File: src/rtl/amem_pkg.sv
package amem_pkg;
    localparam int DATA_W = 32;
    localparam int GCTL_W = 16;
    localparam int CNT_W  = 3;

    localparam logic [1:0] SZ_BYTE = 2'd0;
    localparam logic [1:0] SZ_HALF = 2'd1;
    localparam logic [1:0] SZ_WORD = 2'd2;

    localparam logic [DATA_W-1:0] CFG_RESET = 32'hFFC2_FFC2;

    typedef struct packed {
        logic [GCTL_W-1:0] gctl;
        logic [DATA_W-1:0] cfg0;
        logic [DATA_W-1:0] cfg1;
    } ctl_state_t;
endpackage

File: src/rtl/amem_regfile.sv
module amem_regfile
    import amem_pkg::*;
#(
    parameter int REG_AW    = 8,
    parameter int NUM_BANKS = 4
) (
    input  logic              clk,
    input  logic              rst_n,
    input  logic              reg_valid,
    input  logic              reg_write,
    input  logic [REG_AW-1:0] reg_addr,
    input  logic [1:0]        reg_size,
    input  logic [DATA_W-1:0] reg_wdata,
    output logic [DATA_W-1:0] reg_rdata,
    output logic              reg_err,
    output logic [CNT_W-1:0]  en_cnt,
    output logic [GCTL_W-1:0] gctl_o,
    output logic [DATA_W-1:0] cfg0_o,
    output logic [DATA_W-1:0] cfg1_o
);
    localparam logic [REG_AW-1:0] OFF_GCTL = REG_AW'(0);
    localparam logic [REG_AW-1:0] OFF_CFG0 = REG_AW'(4);
    localparam logic [REG_AW-1:0] OFF_CFG1 = REG_AW'(8);
    localparam logic [CNT_W-1:0]  CNT_MAX  = CNT_W'(NUM_BANKS);

    ctl_state_t st_d, st_q;
    logic       sel_g, sel_0, sel_1;
    logic [CNT_W-1:0] field_q;

    assign sel_g = (reg_addr == OFF_GCTL);
    assign sel_0 = (reg_addr == OFF_CFG0);
    assign sel_1 = (reg_addr == OFF_CFG1);

    always_comb begin
        st_d      = st_q;
        reg_rdata = '0;
        reg_err   = 1'b0;
        if (reg_valid) begin
            if (sel_g) begin
                if (reg_size != SZ_HALF) begin
                    reg_err = 1'b1;
                end else if (reg_write) begin
                    st_d.gctl = reg_wdata[GCTL_W-1:0];
                end else begin
                    reg_rdata = {{(DATA_W-GCTL_W){1'b0}}, st_q.gctl};
                end
            end else if (sel_0) begin
                if (reg_write) st_d.cfg0 = reg_wdata;
                else           reg_rdata = st_q.cfg0;
            end else if (sel_1) begin
                if (reg_write) st_d.cfg1 = reg_wdata;
                else           reg_rdata = st_q.cfg1;
            end else begin
                reg_err = 1'b1;
            end
        end
    end

    always_ff @(posedge clk or negedge rst_n) begin
        if (!rst_n) begin
            st_q.gctl <= '0;
            st_q.cfg0 <= CFG_RESET;
            st_q.cfg1 <= CFG_RESET;
        end else begin
            st_q <= st_d;
        end
    end

    assign field_q = st_q.gctl[CNT_W:1];
    assign en_cnt  = (field_q > CNT_MAX) ? CNT_MAX : field_q;
    assign gctl_o  = st_q.gctl;
    assign cfg0_o  = st_q.cfg0;
    assign cfg1_o  = st_q.cfg1;

    p_gctl_width_r3: assert property (@(posedge clk) disable iff (!rst_n)
        (reg_valid && reg_write && reg_addr == OFF_GCTL && reg_size != SZ_HALF)
        |=> $stable(gctl_o));

    p_bad_off_r4: assert property (@(posedge clk) disable iff (!rst_n)
        (reg_valid && reg_addr != OFF_GCTL && reg_addr != OFF_CFG0 && reg_addr != OFF_CFG1)
        |-> reg_err);

    p_err_zero_r4: assert property (@(posedge clk) disable iff (!rst_n)
        reg_err |-> (reg_rdata == '0));

    p_err_idle_r5: assert property (@(posedge clk) disable iff (!rst_n)
        !reg_valid |-> !reg_err);

    p_cnt_clamp_r6: assert property (@(posedge clk) disable iff (!rst_n)
        en_cnt <= CNT_MAX);

    p_cfg0_wr_r9: assert property (@(posedge clk) disable iff (!rst_n)
        (reg_valid && reg_write && reg_addr == OFF_CFG0) |=> (cfg0_o == $past(reg_wdata)));

    p_cfg1_wr_r9: assert property (@(posedge clk) disable iff (!rst_n)
        (reg_valid && reg_write && reg_addr == OFF_CFG1) |=> (cfg1_o == $past(reg_wdata)));
endmodule

File: src/rtl/amem_bank_decode.sv
module amem_bank_decode
    import amem_pkg::*;
#(
    parameter int          ADDR_W     = 32,
    parameter logic [31:0] BANK_BASE  = 32'h2000_0000,
    parameter int          BANK_SHIFT = 20,
    parameter int          NUM_BANKS  = 4
) (
    input  logic                 clk,
    input  logic                 rst_n,
    input  logic [ADDR_W-1:0]    mem_addr,
    input  logic [CNT_W-1:0]     en_cnt,
    output logic [NUM_BANKS-1:0] mem_cs
);
    localparam int IDX_W = (NUM_BANKS > 1) ? $clog2(NUM_BANKS) : 1;
    localparam logic [ADDR_W-1:0] BASE_A = ADDR_W'(BANK_BASE);

    logic [ADDR_W-1:0] offs;
    logic [ADDR_W-1:0] slot;
    logic              in_win;
    logic [IDX_W-1:0]  idx;

    assign offs   = mem_addr - BASE_A;
    assign slot   = offs >> BANK_SHIFT;
    assign in_win = (mem_addr >= BASE_A) && (slot < ADDR_W'(NUM_BANKS));
    assign idx    = slot[IDX_W-1:0];

    for (genvar i = 0; i < NUM_BANKS; i++) begin : g_bank
        localparam logic [CNT_W-1:0] BI = CNT_W'(i);
        assign mem_cs[i] = in_win && (idx == IDX_W'(i)) && (en_cnt > BI);

        p_cs_live_r8: assert property (@(posedge clk) disable iff (!rst_n)
            mem_cs[i] |-> (en_cnt > BI));
    end

    p_cs_onehot_r7: assert property (@(posedge clk) disable iff (!rst_n)
        $onehot0(mem_cs));
endmodule

File: src/rtl/amem_bank_ctl.sv
module amem_bank_ctl
    import amem_pkg::*;
#(
    parameter int          ADDR_W     = 32,
    parameter logic [31:0] BANK_BASE  = 32'h2000_0000,
    parameter int          BANK_SHIFT = 20,
    parameter int          NUM_BANKS  = 4,
    parameter int          REG_AW     = 8
) (
    input  logic                 clk,
    input  logic                 rst_n,
    input  logic                 reg_valid,
    input  logic                 reg_write,
    input  logic [REG_AW-1:0]    reg_addr,
    input  logic [1:0]           reg_size,
    input  logic [31:0]          reg_wdata,
    output logic [31:0]          reg_rdata,
    output logic                 reg_err,
    input  logic [ADDR_W-1:0]    mem_addr,
    output logic [NUM_BANKS-1:0] mem_cs,
    output logic [15:0]          glb_ctl,
    output logic [31:0]          bank_cfg0,
    output logic [31:0]          bank_cfg1
);
    localparam logic [ADDR_W-1:0] WIN_LO = ADDR_W'(BANK_BASE);

    logic [CNT_W-1:0] en_cnt;

    amem_regfile #(
        .REG_AW    (REG_AW),
        .NUM_BANKS (NUM_BANKS)
    ) u_regs (
        .clk       (clk),
        .rst_n     (rst_n),
        .reg_valid (reg_valid),
        .reg_write (reg_write),
        .reg_addr  (reg_addr),
        .reg_size  (reg_size),
        .reg_wdata (reg_wdata),
        .reg_rdata (reg_rdata),
        .reg_err   (reg_err),
        .en_cnt    (en_cnt),
        .gctl_o    (glb_ctl),
        .cfg0_o    (bank_cfg0),
        .cfg1_o    (bank_cfg1)
    );

    amem_bank_decode #(
        .ADDR_W     (ADDR_W),
        .BANK_BASE  (BANK_BASE),
        .BANK_SHIFT (BANK_SHIFT),
        .NUM_BANKS  (NUM_BANKS)
    ) u_dec (
        .clk      (clk),
        .rst_n    (rst_n),
        .mem_addr (mem_addr),
        .en_cnt   (en_cnt),
        .mem_cs   (mem_cs)
    );

    p_cs_window_r7: assert property (@(posedge clk) disable iff (!rst_n)
        (|mem_cs) |-> (mem_addr >= WIN_LO));

    p_reset_idle_r1: assert property (@(posedge clk) disable iff (!rst_n)
        (glb_ctl[3:1] == 3'd0) |-> (mem_cs == '0));
endmodule

File: config.mk
export PLATFORM = sky130hd
export DESIGN_NAME = amem_bank_ctl
export DESIGN_NICKNAME = d
export VERILOG_FILES = /design/src/rtl/amem_pkg.sv /design/src/rtl/amem_regfile.sv /design/src/rtl/amem_bank_decode.sv /design/src/rtl/amem_bank_ctl.sv
export SDC_FILE = /design/constraint.sdc
export NUM_CORES = 1
export LEC_CHECK = 0
export CORE_UTILIZATION = 25
export DETAILED_ROUTE_END_ITERATION = 8
export PLACE_DENSITY = 0.53
export SETUP_SLACK_MARGIN = 0.05
export SYNTH_ARGS = -nofsm -noshare
export SYNTH_HDL_FRONTEND = slang
export SYNTH_HIERARCHICAL = 1
export SYNTH_SLANG_ARGS = --single-unit
File: constraint.sdc
create_clock -name clk -period 1.8 [get_ports clk]
set_clock_uncertainty 0.15 [all_clocks]
set_input_delay 0.18 -clock clk [delete_from_list [all_inputs] [get_ports clk]]
set_output_delay 0.18 -clock clk [all_outputs]
set_load 0.05 [all_outputs]
==> results of run 1 <==
final cells by class:
class	instances	area (um2)
antenna	1	2.50
inverter	7	46.3
sequential	80	2060
fill	1323	7470
multi-input combinational	212	2520
clock inverter	3	40.0
tap	188	235
clock buffer	13	260
timing repair buffer	224	2560
flip-flops by register name, summed over array words and instances, names as in the netlist:
register       flops
u_regs/cfg1_o     32
u_regs/gctl_o     16
u_regs/cfg0_o     32
kinds of logic (layout without fill, tap and decap cells):
| kind of cell | Yosys count | count (layout) |
|---|---|---|
| AO/OA/AOI/OAI | 70 | 70 |
| XOR/XNOR | 1 | 1 |
| adder cells (fa/ha/maj) | 1 | 1 |
| buffers and inverters | 30 | 247 |
| flip-flops | 80 | 80 |
| multiplexers | 80 | 80 |
| other | 0 | 1 |
| AND/OR/NAND/NOR | 60 | 60 |
cell usage in the layout (no fill, tap or decap), drive strengths merged:
master,instances
or4,1
or3,1
o21a,1
clkinv,2
mux2,80
dlygate4sd3,1
a21oi,18
nand2,18
nor2b,3
nand4,3
nor4,6
a21o,1
inv,7
bufinv,1
nand3,1
buf,178
nor3,3
clkdlybuf4s15,1
xor2,1
o21ai,17
and2,2
clkdlybuf4s50,36
dfrtp,36
a211oi,16
and3,3
nor2,17
nor4b,2
ha,1
dfstp,44
diode,1
clkbuf,13
dlygate4sd2,8
a32oi,4
a311oi,1
a22oi,12
routing by layer:
layer	GRT usage	vias to the layer above	wire length [um]
met5	0	-	17
met4	0.0616	2	218
met3	0.0730	19	1220
met2	0.307	130	6960
met1	0.219	1732	5800
li1	-	1599	-
critical path, stage by stage:
cell      delay, ns
buf_6          0.10
nor4_4         0.31
buf_4          0.20
a311oi_4       0.08
buf_6          0.15
buf_12         0.14
a21oi_4        0.13
a211oi_4       0.06
buf_12         0.16
worst min-delay path by stage:
stage	end	cells past startpoint	slack, ns
after floorplan	u_regs/cfg0_o[0]	0	-0.27
after detailed placement	u_regs/cfg1_o[20]	2	0.09
after CTS	u_regs/cfg1_o[20]	3	0.27
after global placement	u_regs/cfg0_o[20]	2	0.09
final	u_regs/cfg1_o[20]	3	0.26
after global routing	u_regs/cfg0_o[20]	3	0.28
power groups by stage:
stage	Clock [uW]	Sequential [uW]	Combinational [uW]
6_report	1860	1910	737
3_5_place_dp	0	1930	665
3_3_place_gp	0	1930	657
5_1_grt	2020	1910	780
2_1_floorplan	0	2080	171
4_1_cts	1920	1910	753
what timing repair did:
item | 4_1_cts | 5_1_grt
pin swaps | 29 | 17
hold buffers | 1 | 0
endpoints found under the hold margin | 36 | 0
cloned | 5 | 0
setup buffers | 11 | 0
endpoints found under the setup margin | 117 | 37
resized for setup | 158 | 14
per-stage QoR:
stage | setup WS (ns) | setup TNS (ns) | utilization | power (uW)
2_1_floorplan | -0.155 | -3.79 | - | 2250
3_3_place_gp | -0.634 | -53.24 | 0.451 | 2590
3_5_place_dp | -0.658 | -55.45 | 0.451 | 2600
4_1_cts | -0.102 | -2.04 | 0.509 | 4580
5_1_grt | -0.132 | -3.44 | 0.509 | 4710
6_report | -0.0698 | -1.26 | 0.509 | 4500
==> results.toml, run 1 <==
[timing]
setup_viol = 32
relSlewSlack = 0.709
rsz0062_at_grt = "yes"
finalMaxSlewViolations = 0
max_freq_mhz = 535
timing.final.crit_period_ns = 1.87
worst_pin_slew_ns = 0.437
hold_slack_ns = 0.255
finalHoldViolCount = 0
min_period_over_period = 1.04
finalWorstSetupSlack_ns = -0.0698

[placed_design]
port_buffers = 174
place_area_mm2 = 0.00686
dp_hpwl_um = 9660
dp.cells = 697
gp_congestion = 0.775

[job]
maxCapViolations = 0

[power]
clkPwrFrac = 0.413
swShare = 0.261
pwr-share-seq = 0.423
p_switching_uw = 1180
peakVddDrop_uv = 399
power_density_mw_per_mm2 = 582
p_comb_frac = 0.164
leakage_uw = 0.00320
p_int_uw = 3330

[drt]
drt_iter0_drc = 68
postRouteAntennaNets = 0
drt-total-wl_um = 14200
via_per_inst = 4.78
wl_per_cell_um = 19.5
num_vias = 3482
drcViolationCount = 0
firstDrtPassIters = 4

[cts]
worst_skew_pair.late_latency_ns = 0.34
h-tree-depth = 3
cts_tree = "built"
clockBufferDepth = 2
numCtsBuffers = 9
path_clk_slew_ns = 0.06
cts_root_buffer = "clkbuf_16"
clock-sinks = 80

[yosys]
synthMuxAreaShare = 0.231
synth_flop_cell = "dfstp_2"
netlist_area_mm2 = 0.00389
synth-edff-count = 0
yosys.area.top_type = "dfstp_2"
syn_nets = 401
synthTopCellsByCount = "79 x mux2_2, 44 x dfstp_2, 36 x dfrtp_1"
synth-compound-area-share = 0.114
synth_cell_types = 37
synth_top_family_by_area = "multiplexers"
netlist_top_cells_area = "dfstp_2 30%, dfrtp_1 23%, mux2_2 23%"
synthSimpleGateAreaFrac = 0.0887
yosysWarnings = 6
seq_area_frac_synth = 0.528
synth_fa_ha_area_frac = 0.00321
avgSynthCellArea_um2 = 12.1
yosysMostFrequentCell = "mux2_2"
synthCells = 322
synthArstFlopShare = 1.00
ys_seq_elements = 80
synth_top_area_share = 0.297
synth_xor_area_frac = 0.00225

[cells_and_area]
syn2layout_area_growth_pct = 98.6
layout-drive-gt1-share = 0.777
layout.nets = 613
fin_area_mm2 = 0.00773
stdcell_count = 728

[setup_path]
r2r-start = "u_regs/gctl_o[3]"
rrSetupSlack_ns = 0.67
crit_type = "in2out"
cp.arrival_ns = 1.54
crit_start = "reg_addr[4]"
endpoint = "reg_rdata[1]"
setup.worst_path.start_class = "primary input"
worstSetupEndpointType = "output port"
crit_path_max_fanout = 5
required_ns = 1.47
r2r_end = "u_regs/gctl_o[3]"
r2r_cells = 2

[floorplan]
core_area_mm2 = 0.0152
pin_count = 195
fp.dieArea_mm2 = 0.0161
die_y_um = 127
die_width_um = 127
start_util = 0.256
core.rowCount = 45

[min_path]
hold_path_class = "in2async"

[grt]
antenna_found_initial = 1
grt_pass1_wl_um = 22100
grt_max_degree = 81
grtUsageTotal = 0.185
grt_pass1_vias = 3885
overflow = 0

[outcome]
failed_checks = "setup timing"
status = "complete, but fails checks"
Power figures use the tool's default switching activity.
==> run 2, diff against run 1 <==
Settings changed: HOLD_SLACK_MARGIN set to 0.03.
==> results of run 2 <==
Same layout as run 1: the final DEF is identical, and so are final timing and power.
